## src/rtl/ss_store_pkg.sv

```systemverilog
package ss_store_pkg;
  typedef enum logic [1:0] {
    ASZ_16   = 2'd0,
    ASZ_32   = 2'd1,
    ASZ_64   = 2'd2,
    ASZ_RSVD = 2'd3
  } asz_e;
endpackage

```

## src/rtl/ss_size_dec.sv

```systemverilog
module ss_size_dec
  import ss_store_pkg::*;
(
  input  logic       op_wide,
  input  logic       opsz16,
  input  logic       rex_w,
  input  logic       mode64,
  input  asz_e       asz,
  output logic [1:0] lg_size,
  output logic       bad
);
  logic rexw_bad, asz_bad;

  always_comb begin
    if (!op_wide)    lg_size = 2'd0;
    else if (rex_w)  lg_size = 2'd3;
    else if (opsz16) lg_size = 2'd1;
    else             lg_size = 2'd2;
  end

  assign rexw_bad = op_wide && rex_w && !mode64;

  always_comb begin
    case (asz)
      ASZ_16:  asz_bad = mode64;
      ASZ_32:  asz_bad = 1'b0;
      ASZ_64:  asz_bad = !mode64;
      default: asz_bad = 1'b1;
    endcase
  end

  assign bad = rexw_bad || asz_bad;
endmodule

```

## src/rtl/ss_index_unit.sv

```systemverilog
module ss_index_unit
  import ss_store_pkg::*;
#(
  parameter int XLEN = 64
) (
  input  asz_e            asz,
  input  logic            mode64,
  input  logic            dir_flag,
  input  logic [1:0]      lg_size,
  input  logic [XLEN-1:0] es_base,
  input  logic [XLEN-1:0] idx_in,
  output logic [XLEN-1:0] eff_addr,
  output logic [XLEN-1:0] idx_next
);
  localparam int HALF = XLEN / 2;
  localparam int NARROW = 16;

  logic [XLEN-1:0] idx_eff, step, moved;
  logic [HALF-1:0] seg_sum;

  always_comb begin
    case (asz)
      ASZ_16:  idx_eff = {{(XLEN-NARROW){1'b0}}, idx_in[NARROW-1:0]};
      ASZ_32:  idx_eff = {{(XLEN-HALF){1'b0}}, idx_in[HALF-1:0]};
      default: idx_eff = idx_in;
    endcase
  end

  assign step  = XLEN'(1) << lg_size;
  assign moved = dir_flag ? (idx_eff - step) : (idx_eff + step);

  always_comb begin
    case (asz)
      ASZ_16:  idx_next = {idx_in[XLEN-1:NARROW], moved[NARROW-1:0]};
      ASZ_32:  idx_next = mode64 ? {{(XLEN-HALF){1'b0}}, moved[HALF-1:0]}
                                 : {idx_in[XLEN-1:HALF], moved[HALF-1:0]};
      default: idx_next = moved;
    endcase
  end

  assign seg_sum  = es_base[HALF-1:0] + idx_eff[HALF-1:0];
  assign eff_addr = mode64 ? idx_eff : {{(XLEN-HALF){1'b0}}, seg_sum};
endmodule

```

## src/rtl/ss_lane_align.sv

```systemverilog
module ss_lane_align #(
  parameter int XLEN      = 64,
  parameter int BUS_BYTES = 8,
  localparam int OFF_W    = $clog2(BUS_BYTES)
) (
  input  logic [1:0]           lg_size,
  input  logic [OFF_W-1:0]     off,
  input  logic [XLEN-1:0]      acc,
  input  logic                 kill,
  output logic [BUS_BYTES-1:0] byte_en,
  output logic [XLEN-1:0]      wr_data
);
  logic [BUS_BYTES-1:0]   size_mask;
  logic [2*BUS_BYTES-1:0] wide_en;
  logic [XLEN-1:0]        val;

  for (genvar i = 0; i < BUS_BYTES; i++) begin : g_lane
    assign size_mask[i]    = (i < (1 << lg_size));
    assign val[8*i +: 8]   = size_mask[i] ? acc[8*i +: 8] : 8'h00;
  end

  assign wide_en = {{BUS_BYTES{1'b0}}, size_mask} << off;
  assign byte_en = kill ? '0 : wide_en[BUS_BYTES-1:0];
  assign wr_data = val << {off, 3'b000};
endmodule

```

## src/rtl/ss_store_agen.sv

```systemverilog
module ss_store_agen
  import ss_store_pkg::*;
#(
  parameter int XLEN      = 64,
  parameter int BUS_BYTES = 8
) (
  input  logic                 clk,
  input  logic                 rst_n,
  input  logic                 in_valid,
  output logic                 in_ready,
  input  logic                 op_wide,
  input  logic                 opsz16,
  input  logic [1:0]           asz,
  input  logic                 mode64,
  input  logic                 rex_w,
  input  logic                 dir_flag,
  input  logic [XLEN-1:0]      es_base,
  input  logic [XLEN-1:0]      idx_in,
  input  logic [XLEN-1:0]      acc,
  output logic                 out_valid,
  input  logic                 out_ready,
  output logic [XLEN-1:0]      eff_addr,
  output logic [BUS_BYTES-1:0] byte_en,
  output logic [XLEN-1:0]      wr_data,
  output logic [XLEN-1:0]      idx_next,
  output logic                 bad_enc
);
  localparam int OFF_W = $clog2(BUS_BYTES);

  asz_e                 asz_t;
  logic [1:0]           lg_size;
  logic                 bad_c;
  logic [XLEN-1:0]      addr_c, next_c, data_c;
  logic [BUS_BYTES-1:0] en_c;
  logic                 load;

  assign asz_t = asz_e'(asz);

  ss_size_dec u_size (
    .op_wide (op_wide),
    .opsz16  (opsz16),
    .rex_w   (rex_w),
    .mode64  (mode64),
    .asz     (asz_t),
    .lg_size (lg_size),
    .bad     (bad_c)
  );

  ss_index_unit #(.XLEN(XLEN)) u_index (
    .asz      (asz_t),
    .mode64   (mode64),
    .dir_flag (dir_flag),
    .lg_size  (lg_size),
    .es_base  (es_base),
    .idx_in   (idx_in),
    .eff_addr (addr_c),
    .idx_next (next_c)
  );

  ss_lane_align #(.XLEN(XLEN), .BUS_BYTES(BUS_BYTES)) u_lane (
    .lg_size (lg_size),
    .off     (addr_c[OFF_W-1:0]),
    .acc     (acc),
    .kill    (bad_c),
    .byte_en (en_c),
    .wr_data (data_c)
  );

  assign in_ready = !out_valid || out_ready;
  assign load     = in_valid && in_ready;

  always_ff @(posedge clk) begin
    if (!rst_n) begin
      out_valid <= 1'b0;
      eff_addr  <= '0;
      byte_en   <= '0;
      wr_data   <= '0;
      idx_next  <= '0;
      bad_enc   <= 1'b0;
    end else if (load) begin
      out_valid <= 1'b1;
      eff_addr  <= addr_c;
      byte_en   <= en_c;
      wr_data   <= data_c;
      idx_next  <= bad_c ? idx_in : next_c;
      bad_enc   <= bad_c;
    end else if (out_ready) begin
      out_valid <= 1'b0;
    end
  end

  AST_STALL_HOLDS: assert property (@(posedge clk) disable iff (!rst_n)
    out_valid && !out_ready |=> out_valid && $stable(eff_addr) && $stable(byte_en)
      && $stable(wr_data) && $stable(idx_next) && $stable(bad_enc));

  AST_IDLE_READY: assert property (@(posedge clk) disable iff (!rst_n)
    !out_valid |-> in_ready);

  AST_BAD_NO_LANES: assert property (@(posedge clk) disable iff (!rst_n)
    out_valid && bad_enc |-> byte_en == '0);

  AST_BYTE_ONE_LANE: assert property (@(posedge clk) disable iff (!rst_n)
    load && !op_wide |=> $countones(byte_en) <= 1);

  AST_GOOD_HAS_LANE: assert property (@(posedge clk) disable iff (!rst_n)
    out_valid && !bad_enc && eff_addr[OFF_W-1:0] == '0 |-> byte_en[0]);

  AST_ACCEPT_SHOWS: assert property (@(posedge clk) disable iff (!rst_n)
    load |=> out_valid);
endmodule

```

## config.mk

```make
export PLATFORM = sky130hd
export DESIGN_NAME = ss_store_agen
export DESIGN_NICKNAME = d
export VERILOG_FILES = /design/src/rtl/ss_store_pkg.sv /design/src/rtl/ss_size_dec.sv /design/src/rtl/ss_index_unit.sv /design/src/rtl/ss_lane_align.sv /design/src/rtl/ss_store_agen.sv
export SDC_FILE = /design/constraint.sdc
export NUM_CORES = 1
export LEC_CHECK = 0
export ABC_AREA = 1
export BUFFER_PORTS_ARGS = -buffer_cell sky130_fd_sc_hd__buf_2
export CORE_MARGIN = 4
export CORE_UTILIZATION = 31
export DETAILED_ROUTE_END_ITERATION = 16
export SYNTH_ARGS = -nofsm -noshare
export SYNTH_HDL_FRONTEND = slang
export SYNTH_SLANG_ARGS = --single-unit
```

## constraint.sdc

```tcl
create_clock -name clk -period 4.2 [get_ports clk]
set_clock_uncertainty 0.2 [all_clocks]
set_input_delay 0.84 -clock clk [delete_from_list [all_inputs] [get_ports clk]]
set_output_delay 0.84 -clock clk [all_outputs]
set_load 0.03 [all_outputs]
```

==> After elaboration in Yosys (flattened, before gate mapping) <==
Index checks and enable logic that the tools add are counted.
{ "classes": {"n_addsub": 3, "magnitude_cmp": 8, "eq_ne": 2, "shift": 4, "muxes": 21, "reduce_logical": 9} }
{ "op_table": {"columns": ["op", "count"], "rows": [
  ["64-bit 2-to-1 mux", 4],
  ["64-bit one-hot mux with 2 select lines", 2],
  ["4-bit by 32-bit < comparator with 1-bit output, first input constant", 4],
  ["8-bit 2-to-1 mux", 9],
  ["64-bit adder", 1],
  ["3-bit by 32-bit < comparator with 1-bit output, first input constant", 2],
  ["1-bit by 2-bit << shifter with 64-bit output, first input constant", 1],
  ["64-bit by 6-bit << shifter with 64-bit output", 1],
  ["64-bit subtractor", 1],
  ["32-bit adder", 1],
  ["1-bit by 32-bit < comparator with 1-bit output, first input constant", 1],
  ["2-bit by 32-bit < comparator with 1-bit output, first input constant", 1],
  ["1-bit by 2-bit << shifter with 32-bit output, first input constant", 1],
  ["8-bit by 3-bit << shifter with 8-bit output", 1],
  ["2-bit 2-to-1 mux", 3],
  ["1-bit logical AND", 3],
  ["1-bit one-hot mux with 3 select lines", 1],
  ["2-bit by 1-bit equality test with 1-bit output, second input constant", 1],
  ["2-bit equality test, second input constant", 1],
  ["1-bit logical NOT", 2],
  ["2-bit logical NOT", 1],
  ["1-bit logical OR", 2],
  ["1-bit 2-to-1 mux", 2],
  ["2-bit nonzero test", 1]
]} }
{ "totals": {"regBits": 202, "input_bits": 203, "out_inout_bits": 203, "wordCells": 53} }

==> Depth between registers and ports, before layout <==
Gate-level depths: netlist (run 1).
{ "depth": {"word_depth": 9, "ltp_mapped": 23, "mapped_depth_nobuf": 23} }

==> By module <==
A second synthesis (run 1) with hierarchy kept.
{ "hier_totals": {"hier_cells": 4015, "hier_area_um2": 21115.3} }
{ "modules_own_cells": {"columns": ["mod", "instances", "cells_per_inst", "area_each_um2", "seq_area_each_um2"], "rows": [
  ["ss_index_unit", 1, 1940, 9356.5, 0.0],
  ["ss_store_agen", 1, 1499, 9252.6, 4043.9],
  ["ss_lane_align", 1, 563, 2449.8, 0.0],
  ["ss_size_dec", 1, 13, 56.3, 0.0]
]} }

==> Least setup slack after synthesis (run 1) <==
No wires, ideal clock.
{ "synth_timing": {"path_type": "input-to-reg", "startpoint": "in op_wide", "endpoint": "reg idx_next[52]", "setup_ps": 128, "arrival_time_ps": 3431, "t_required_ps": 3872, "slack_ps": 441, "path_stages": 19, "path_buffers": 0, "cell_sequence": "inv_2 > nor3_1 > inv_1 > ha_1 > nand2_1 > nand2_1 > ha_1 > nand2_1 > inv_1 > a21oi_1 > nand2_1 > a21oi_1 > nor2_1 > nor2_1 > nand2_1 > nand2_1 > nand3_1 > a21oi_1 > nor2_1"} }
{ "synth_via": {"elab_chain_len": 6, "elab_cells_between_ends": 10, "cone_classes": "add/sub (2); shift (1); mux (4); reduce/logical (3)"} }
{ "synth_lines": {"columns": ["item", "line_no", "text"], "rows": [
  ["start, declared", "ss_store_agen.sv:11", "input logic op_wide,"],
  ["2-bit 2-to-1 mux", "ss_size_dec.sv:15", "if (!op_wide) lg_size = 2'd0;"],
  ["1-bit by 2-bit << shifter with 64-bit output", "ss_index_unit.sv:29", "assign step = XLEN'(1) << lg_size;"],
  ["64-bit adder or 64-bit subtractor (tied branches)", "ss_index_unit.sv:30", "assign moved = dir_flag ? (idx_eff - step) : (idx_eff + step);"],
  ["64-bit 2-to-1 mux", "ss_index_unit.sv:30", null],
  ["64-bit one-hot mux with 2 select lines", "ss_index_unit.sv:33", "case (asz)"],
  ["64-bit 2-to-1 mux (*)", "ss_store_agen.sv:85", "idx_next <= bad_c ? idx_in : next_c;"],
  ["end signal, assigned", "ss_store_agen.sv:85", null],
  ["end, declared", "ss_store_agen.sv:25", "output logic [XLEN-1:0] idx_next,"]
]} }
Every way passes the cells marked *; elsewhere a longest branch is shown, timed or not.
A chain may end at the register's enable or synchronous reset.

==> Worst setup path in the final report (run 1) <==
{ "layout_timing": {"startpoint": "in op_wide", "endpoint": "reg idx_next[40]"} }
Same word-level chain as after synthesis.

==> flow_metrics.tcl, run 1 <==
set metrics [dict create \
    status "finished clean" \
    finalHoldViolCount 0 \
    yosys-top-cells-area "dfxtp_1 (23%), nand2_1 (21%), a21oi_1 (9.2%)" \
    wl_met2_um 34400 \
    crit_buf_inv 5 \
    drt_first_pass_iters 5 \
    ys_seq_area_share_pct 22.8 \
    max_slew_margin_pct 49.1 \
    cts_sinks 202 \
    grt_overflow 0 \
    vias_per_cell 4.94 \
    grt_use_total_pct 23.7 \
    slowest_delay_ns 0.37 \
    cts_tree "yes" \
    root_buffer "clkbuf_16" \
    totalWireLength_um 77000 \
    clk_latency_ns 0.59 \
    synth.top_cell.area_share_pct 22.8 \
    dr_wl_met3_um 5560 \
    tns_ns 0 \
    clk_pin_slew_worst_paths_ns 0.06 \
    grt_pass1_wl_um 113000 \
    nNetsFinal 3786 \
    timing.hold.ws_ns 0.259 \
    place_congestion 0.989 \
    layout_common_cells "nand2_1 (1002), inv_1 (435), buf_2 (373)" \
    worst_pin_slew_ns 0.762 \
    dieArea_um2 61200 \
    io_buffers 373 \
    hold_buffers 0 \
    grt_max_degree 155 \
    wl_met1_um 34800 \
    p_leak_uw 0.0115 \
    avgRoutedWirePerCell_um 18.0 \
    synth_fp_nets 3429 \
    synth_flop_cell "dfxtp_1" \
    crit_required_ns 4.47 \
    synth_area_um2 17800 \
    crit_fanout 11 \
    hpwl_um 61500 \
    synth_cell_types 48 \
    yosys_warnings 0 \
    antenna_found_initial 9 \
    async_flop_share_pct 0 \
    die_x_um 247 \
    synth_top_area_cell "dfxtp_1" \
    die_y_um 247 \
    ant_nets 0 \
    peakVddDrop_mv 0.315 \
    drc 0 \
    totalPowerFinal_uw 7370 \
    grt_pass1_vias 19100 \
    drive_gt1_share_pct 15.5 \
    avgSynthCellArea_um2 5.68 \
    drv_slew 0 \
    period_share_pct 86.8 \
    cp_common_cell "nand2_1" \
    period_minus_slack_ns 3.65 \
    core_area_um2 56600 \
    crit_chain "buf_2 > buf_4 > nand2_2 > inv_2 > ha_1 > nor2_1 > inv_1 > buf_12 > ha_1 > nand2_1 > nor2_1 > nand2_1 > nor2_1 > nand2_1 > nand3_1 > a21oi_1 > xor2_1 > nand2_1 > nand2_1 > a21oi_1" \
    postCtsSetupRepairBufs 0 \
    synth_edf_count 0 \
    drt_iter0_drc 1836 \
    maxUsedRoutingLayer "met5" \
    max_cap_violations 0 \
    hold_class "flop to flop" \
    cts_made_buffers 27 \
    clk_path_buf_depth 3 \
    worst_ep_arrival_time_ns 3.91 \
    ys_seq_elements 202 \
    area.growth.synth_to_final_pct 22.3 \
    postSynthCellCount 3127 \
    ctsResizeCount 0 \
    rsz0062_at_grt "false" \
    final_common_cell "nand2_1" \
    start_kind "primary input" \
    start_util_pct 31.4 \
    slowest_stage "ha_1" \
    ios 406 \
    h-tree-depth 1 \
    fmax_mhz 274 \
    num_rows 87 \
    crit_type "primary input to flop" \
    cellPowerDensity_nw_per_um2 339 \
    vias 21100 \
    crit_path_end_kind "flop" \
    finalSetupViolCount 0 \
    timing.critical_path.max_delay_family "simple AND/OR/NAND/NOR gates" \
]
==> metrics by stage <==
| stage | util [%] | instances | area, um^2 | setup slack [ns] |
|---|---|---|---|---|
| final | 38.4 | 4268 | 21700 | 0.553 |
| after global routing | 38.4 | 4264 | 21700 | 0.326 |
| after CTS | 38.3 | 4261 | 21700 | 0.679 |
| after detailed placement | 36.7 | 4211 | 20800 | 0.0717 |
| after global placement | 36.7 | 4211 | 20800 | 0.0944 |
| after floorplan | - | 3127 | 17800 | 0.441 |
==> power by group <==
group          internal [uW]  switching [uW]  total [uW]  leakage, uW
sequential              2050            70.0        2120      0.00166
combinational            847            1910        2760      0.00939
clock                   1510             981        2490     0.000458
total                   4410            2960        7370       0.0115
==> layout make-up <==
cell class / count / area, um^2
clock buffers: 39 / 761
diodes: 7 / 17.5
fillers: 6409 / 34900
flip-flops and latches: 202 / 4040
well taps: 756 / 946
multi-input cells: 2343 / 11500
clock inverters: 11 / 184
repair buffers: 461 / 2620
inverters: 449 / 1690
==> registers in the layout, indices dropped and copies added, names as in the netlist <==
register / flops
idx_next: 64
wr_data: 64
out_valid: 1
bad_enc: 1
byte_en: 8
eff_addr: 64
==> cell families (layout without fill, tap and decap cells) <==
family	count (synthesis)	in the layout	share of synthesized area, %
AOI/OAI and AO/OA	668	668	20.7
adders and majority gates	99	99	7.06
and+or+nand+nor	1532	1532	34.6
buffers and inverters	582	960	12.7
other	0	7	0
DFF	202	202	22.8
xor gates and xnor gates	44	44	2.17
==> worst reg2reg max path, cell delays in order, from the launching register on <==
cell and delay, ns:
dfxtp_1 0.33, nand2_1 0.12, nand2_4 0.18, buf_4 0.48
nor2_2 0.11, buf_4 0.23, a22o_1 0.20, a21oi_1 0.13
nor2_1 0.05
==> layer usage <==
layer	vias to the layer above	global-route usage, %
met1	9477	33.1
met5	-	0
met4	6	6.32
li1	10800	-
met3	102	3.71
met2	724	37.9
==> final timing paths <==
kind	startpoint	end	slack (ns)	cells past startpoint
hold reg to reg	wr_data[40]	wr_data[40]	0.26	2
setup / recovery	op_wide	idx_next[40]	0.55	20
setup reg to reg	out_valid	idx_next[42]	2.05	8
hold / removal	wr_data[40]	wr_data[40]	0.26	2
==> cells in the mapped netlist (8+ instances only) <==
cell type,number
o22ai_1,9
o21bai_1,16
nand4_1,11
nor2_2,9
a22o_1,14
xor2_1,38
o211ai_1,24
nor2_1,282
o21ai_1,30
inv_2,13
a31oi_1,54
ha_1,97
buf_1,16
buf_4,8
nand3_1,182
inv_1,436
o21ai_0,164
buf_2,38
a21oi_1,328
nor3_1,23
nand2_1,1003
dfxtp_1,202
clkbuf_1,71
(Power assumes the default switching activity.)
==> run 2: changes to the inputs <==
Settings changed: CORE_MARGIN 4 to unset, SYNTH_HIERARCHICAL set to 1.
==> run 2 against run 1 <==
  * Synthesized cell count grew 28%
  * Total power increased by 15%
  * Hold slack improved by 0.00082 ns
  * Critical endpoint is now idx_next[31]
==> flow_metrics.tcl, run 2 <==
set metrics [dict create \
    clk_pin_slew_worst_paths_ns 0.06 \
    crit_path_end_kind "flop" \
    die_x_um 263 \
    grt_pass1_wl_um 145000 \
    worst_ep_arrival_time_ns 4.18 \
    nNetsFinal 4789 \
    synth-xor-area-share_pct 1.12 \
    layout_common_cells "nand2_1 (1384), nor2_1 (640), inv_1 (550)" \
    finalHoldViolCount 0 \
    cts_sinks 202 \
    fmax_mhz 259 \
    synth.most_common_cell "nand2_1" \
    ant_nets 0 \
    synth_fp_nets 4287 \
    grt_max_degree 140 \
    dieArea_um2 69200 \
    ios 406 \
    place_congestion 0.965 \
    synth.top_cell.area_share_pct 24.7 \
    ys_seq_elements 202 \
    root_buffer "clkbuf_16" \
    cts_made_buffers 28 \
    drv_slew 0 \
    yosys-top-cells-area "nand2_1 (25%), dfxtp_1 (19%), nor2_1 (11%)" \
    cellPowerDensity_nw_per_um2 322 \
    synth_compound_area_share_pct 7.24 \
    peakVddDrop_mv 0.310 \
    h-tree-depth 1 \
    hpwl_um 75600 \
    drc 0 \
    crit_type "primary input to flop" \
    vias_per_cell 4.87 \
    rsz0062_at_grt "false" \
    avgSynthCellArea_um2 5.26 \
    totalWireLength_um 95400 \
    synth_top_family_by_area "simple AND/OR/NAND/NOR gates" \
    p_leak_uw 0.0152 \
    start_kind "primary input" \
    async_flop_share_pct 0 \
    area.growth.synth_to_final_pct 24.8 \
    totalPowerFinal_uw 8480 \
    clk_latency_ns 0.59 \
    die_y_um 263 \
    drive_gt1_share_pct 19.4 \
    max_cap_violations 0 \
    clk_path_buf_depth 3 \
    cts_tree "yes" \
    yosys.area_share.simple_pct 53.6 \
    core_area_um2 67300 \
    num_rows 95 \
    synth_flop_cell "dfxtp_1" \
    avgRoutedWirePerCell_um 17.6 \
    nFillCells 7732 \
    wl_met1_um 42900 \
    postCtsSetupRepairBufs 0 \
    synth.area.mux_share_pct 0 \
    yosys_warnings 6 \
    hold_buffers 0 \
    reg_top3 "eff_addr (64), idx_next (64), wr_data (64)" \
    synth_cell_types 48 \
    grt_use_total_pct 26.8 \
    hold_class "flop to flop" \
    synth_edf_count 0 \
    maxUsedRoutingLayer "met5" \
    period_share_pct 92.0 \
    drt_iter0_drc 2105 \
    synth-adder-area-share_pct 4.16 \
    synth_top_area_cell "nand2_1" \
    wl_met2_um 43200 \
    dr_wl_met3_um 6360 \
    drt_first_pass_iters 6 \
    synth_area_um2 21100 \
    final_util_pct 39.2 \
    final_common_cell "nand2_1" \
    grt_pass1_vias 24500 \
    crit_required_ns 4.52 \
    place_inst 5360 \
    status "finished clean" \
    grt_overflow 0 \
    ys_seq_area_share_pct 19.2 \
    io_buffers 373 \
    synth_top_cells_by_count "nand2_1 (1387), nor2_1 (643), inv_1 (551)" \
    max_slew_margin_pct 39.7 \
    stdcell_count 5411 \
    period_minus_slack_ns 3.86 \
    worst_pin_slew_ns 0.905 \
    tns_ns 0 \
    crit_fanout 7 \
    vias 26300 \
    postSynthCellCount 4015 \
    finalSetupViolCount 0 \
    start_util_pct 31.4 \
    antenna_found_initial 7 \
]
==> run 2: metal layers <==
layer	track usage, %	vias up
met1	36.1	11900
met5	0	-
li1	-	13400
met4	8.16	2
met2	44.4	916
met3	3.40	136
==> run 2: per-stage QoR <==
stage | instance area (um^2) | worst slack [ns] | hold slack [ns]
2_1_floorplan | 21100 | 0.212 | 0.401
3_3_place_gp | 25400 | -0.382 | 0.243
3_5_place_dp | 25400 | -0.381 | 0.251
4_1_cts | 26300 | 0.239 | 0.264
5_1_grt | 26400 | 0.0175 | 0.279
6_report | 26400 | 0.337 | 0.260
==> run 2: logic make-up after synthesis <==
kind of cell | Yosys count
XOR/XNOR | 27
adder cells (fa/ha/maj) | 69
flip-flops | 202
AO/OA/AOI/OAI | 273
buffers and inverters | 759
AND/OR/NAND/NOR | 2685
==> run 2: critical path: stages <==
cell,delay [ns]
buf_2,0.12
nand2_1,0.12
nand2_1,0.11
nor2_1,0.14
inv_1,0.06
ha_1,0.23
nand2_2,0.11
nand2_4,0.12
buf_4,0.18
ha_1,0.30
a21oi_1,0.22
buf_4,0.14
o21ai_1,0.08
inv_1,0.06
nand3_1,0.15
buf_4,0.18
nand2_1,0.06
nand3_2,0.18
nand2_1,0.11
inv_1,0.04
o21ai_1,0.21
nand2_1,0.08
inv_1,0.06
nand2_1,0.05
nand2_1,0.08
nor2_1,0.04
nor2_1,0.13
==> run 2: area by class of cell <==
| class | count | area [um^2] | share of cell area, % |
|---|---|---|---|
| Multi-Input combinational cell | 3054 | 14000 | 53.2 |
| Inverter | 583 | 2200 | 8.34 |
| Timing Repair Buffer | 648 | 4050 | 15.4 |
| Clock inverter | 9 | 111 | 0.423 |
| Tap cell | 873 | 1090 | 4.14 |
| Clock buffer | 38 | 818 | 3.10 |
| Antenna cell | 4 | 10.0 | 0.0380 |
| Sequential cell | 202 | 4040 | 15.3 |
==> run 2: power by group <==
part	internal [uW]	total [uW]	switching [uW]
sequential	2090	2180	92.1
combinational	1280	3830	2550
clock	1470	2470	998
total	4840	8480	3640
==> run 2: final timing paths <==
kind	start	end	slack, ns	cells past startpoint
max	op_wide	idx_next[31]	0.34	27
min	wr_data[60]	wr_data[60]	0.26	2
max reg2reg	out_valid	eff_addr[7]	2.24	6
min reg2reg	wr_data[60]	wr_data[60]	0.26	2
==> run 2: what timing repair did <==
item / CTS / global route
endpoints found under the setup margin: 0 / 28
hold endpoints to repair: 0 / 0
resized for setup: 0 / 9
==> run 3: changes to the inputs <==
Settings changed: ABC_AREA 1 to unset.
==> run 3 against run 2 <==
  * The flow now finishes with violations (setup timing)
  * Clock power rose by 4%
  * Global-route usage fell by 4.5 points
  * Sequential share of layout area rose by 0.59 points
  * Combinational power fell by 9.7%
  * Critical path type unchanged
  * Highest routed layer unchanged
==> flow_metrics.tcl, run 3 <==
set metrics [dict create \
    status "complete, but fails checks" \
    violations "setup timing" \
    grt_use_total_pct 22.3 \
    synth_edf_count 0 \
    synth-adder-area-share_pct 5.34 \
    async_flop_share_pct 0 \
    io_buffers 373 \
    yosys_warnings 6 \
    antennaDiodeCount 0 \
    cellPowerDensity_nw_per_um2 321 \
    finalHoldViolCount 0 \
    clk_path_buf_depth 3 \
    grt_pass1_wl_um 110000 \
    grt_max_degree 198 \
    nFillCells 6159 \
    start_util_pct 31.4 \
    max_cap_violations 0 \
    synth.most_common_cell "nand2_1" \
    ys_seq_area_share_pct 21.4 \
    drv_slew 0 \
    die_y_um 249 \
    h-tree-depth 1 \
    clk_pin_slew_worst_paths_ns 0.06 \
    ant_nets 0 \
    cts_made_buffers 28 \
    drive_gt1_share_pct 34.3 \
    synth.top_cell.area_share_pct 21.4 \
    ios 406 \
    avgSynthCellArea_um2 7.92 \
    period_minus_slack_ns 4.37 \
    antenna_found_initial 3 \
    tns_ns -1.59 \
    cp_common_cell "buf_4" \
    cts_sinks 202 \
    synth_flop_cell "dfxtp_1" \
    avgRoutedWirePerCell_um 19.0 \
    synth_area_um2 18900 \
    dieArea_um2 62000 \
    start_kind "primary input" \
    area.growth.synth_to_final_pct 34.2 \
    startpoint "opsz16" \
    worst_pin_slew_ns 0.898 \
    r2r_start "out_valid" \
    drc 0 \
    synth_top_area_cell "dfxtp_1" \
    slowest_stage "a2111o_1" \
    peakVddDrop_mv 0.297 \
    drt_iter0_drc 1192 \
    grt_pass1_vias 18900 \
    cts_tree "yes" \
    fmax_mhz 229 \
    max_slew_margin_pct 40.1 \
    worst_ep_arrival_time_ns 4.62 \
    rr_endpoint "eff_addr[3]" \
    hold_class "flop to flop" \
    synth_top_family_by_area "compound AO/OA/AOI/OAI gates" \
    die_x_um 249 \
    final_common_cell "nand2_1" \
    cp-endpoint "idx_next[54]" \
    synth.area.mux_share_pct 13.4 \
    drt_first_pass_iters 5 \
    slowest_delay_ns 0.39 \
    synth_cell_types 111 \
    r2r_slack_ns 2.24 \
    core_area_um2 60200 \
    yosys.area_share.simple_pct 20.5 \
    ys_seq_elements 202 \
    crit_required_ns 4.45 \
    nNetsFinal 3266 \
    hpwl_um 54600 \
    postSynthCellCount 2387 \
    totalPowerFinal_uw 8140 \
    crit_type "primary input to flop" \
    synth-xor-area-share_pct 5.54 \
    crit_fanout 7 \
    vias 19800 \
    place_congestion 0.927 \
    synth_fp_nets 2659 \
    totalWireLength_um 71900 \
    p_leak_uw 0.0119 \
    synth_compound_area_share_pct 25.9 \
    synth_top_cells_by_count "nand2_1 (435), mux2i_1 (247), dfxtp_1 (202)" \
    crit_path_end_kind "flop" \
    rsz0062_at_grt "true" \
    worst-r2r-cell-count 4 \
    grt_overflow 0 \
    root_buffer "clkbuf_16" \
    num_rows 90 \
    clk_latency_ns 0.57 \
    layout_common_cells "nand2_1 (430), buf_4 (376), buf_2 (366)" \
    vias_per_cell 5.23 \
    finalSetupViolCount 18 \
    reg_top3 "eff_addr (64), idx_next (64), wr_data (64)" \
    setup_ws_ns -0.169 \
    yosys-top-cells-area "dfxtp_1 (21%), mux2i_1 (13%), nand2_1 (8.6%)" \
    period_share_pct 104 \
]
[run 3: cell type report]
class	instances	area, um^2	area share [%]
multi-input cells	1934	14000	55.3
repair buffers	776	5150	20.3
flip-flops and latches	202	4040	15.9
well taps	782	978	3.86
clock buffers	32	736	2.90
clock inverters	16	231	0.912
inverters	52	198	0.779
[run 3: report_power, final]
part	switching, uW	total, uW	internal [uW]
clock	1000	2560	1560
sequential	76.2	2120	2050
combinational	1980	3460	1480
[run 3: worst max-delay path, delay by kind of cell]
| kind | cells | cell delay [ns] |
|---|---|---|
| buffers and inverters | 8 | 0.86 |
| and+or+nand+nor | 4 | 0.57 |
| AOI/OAI and AO/OA | 9 | 1.61 |
| xor gates and xnor gates | 1 | 0.16 |
| muxes | 1 | 0.15 |
| adders and majority gates | 2 | 0.40 |
[run 3: cell families after synthesis]
logic type,count (synthesis)
buffers and inverters,251
flip-flops,202
adder cells (fa/ha/maj),82
XOR/XNOR,117
AND/OR/NAND/NOR,841
AO/OA/AOI/OAI,642
multiplexers,252
[run 3: metrics by stage]
stage          hold slack (ns)  instance area [um^2]  util (%)  setup slack [ns]  instances
3_3_place_gp             0.242                 23600      39.2            -0.960       3717
6_report                 0.253                 25400      42.1            -0.169       3794
5_1_grt                  0.268                 25400      42.1            -0.329       3794
4_1_cts                  0.256                 25000      41.5            -0.135       3779
2_1_floorplan            0.382                 19100         -            -0.884       2387
3_5_place_dp             0.248                 23600      39.2             -1.01       3717
[run 3: worst min-delay path by stage]
| stage | start | endpoint | slack, ns | depth (start not counted) |
|---|---|---|---|---|
| floorplan | eff_addr[58] | eff_addr[58] | 0.38 | 2 |
| global placement | wr_data[2] | wr_data[2] | 0.24 | 2 |
| detailed placement | wr_data[1] | wr_data[1] | 0.25 | 2 |
| CTS | wr_data[4] | wr_data[4] | 0.26 | 2 |
| global route | wr_data[4] | wr_data[4] | 0.27 | 2 |
| finish | wr_data[1] | wr_data[1] | 0.25 | 2 |
[run 3: repair_timing]
action | 4_1_cts | 5_1_grt
pin swaps | 45 | 48
endpoints found under the setup margin | 33 | 40
hold buffers | 0 | 0
resized for setup | 69 | 64
setup buffers | 14 | 16
[run 3: layer usage]
layer,track usage (%),vias up,part of all wire (%)
met1,29.8,9317,46
met5,0,-,0.018
met4,6.16,2,2.5
li1,-,9782,-
met3,2.92,104,5.7
met2,37.4,638,46
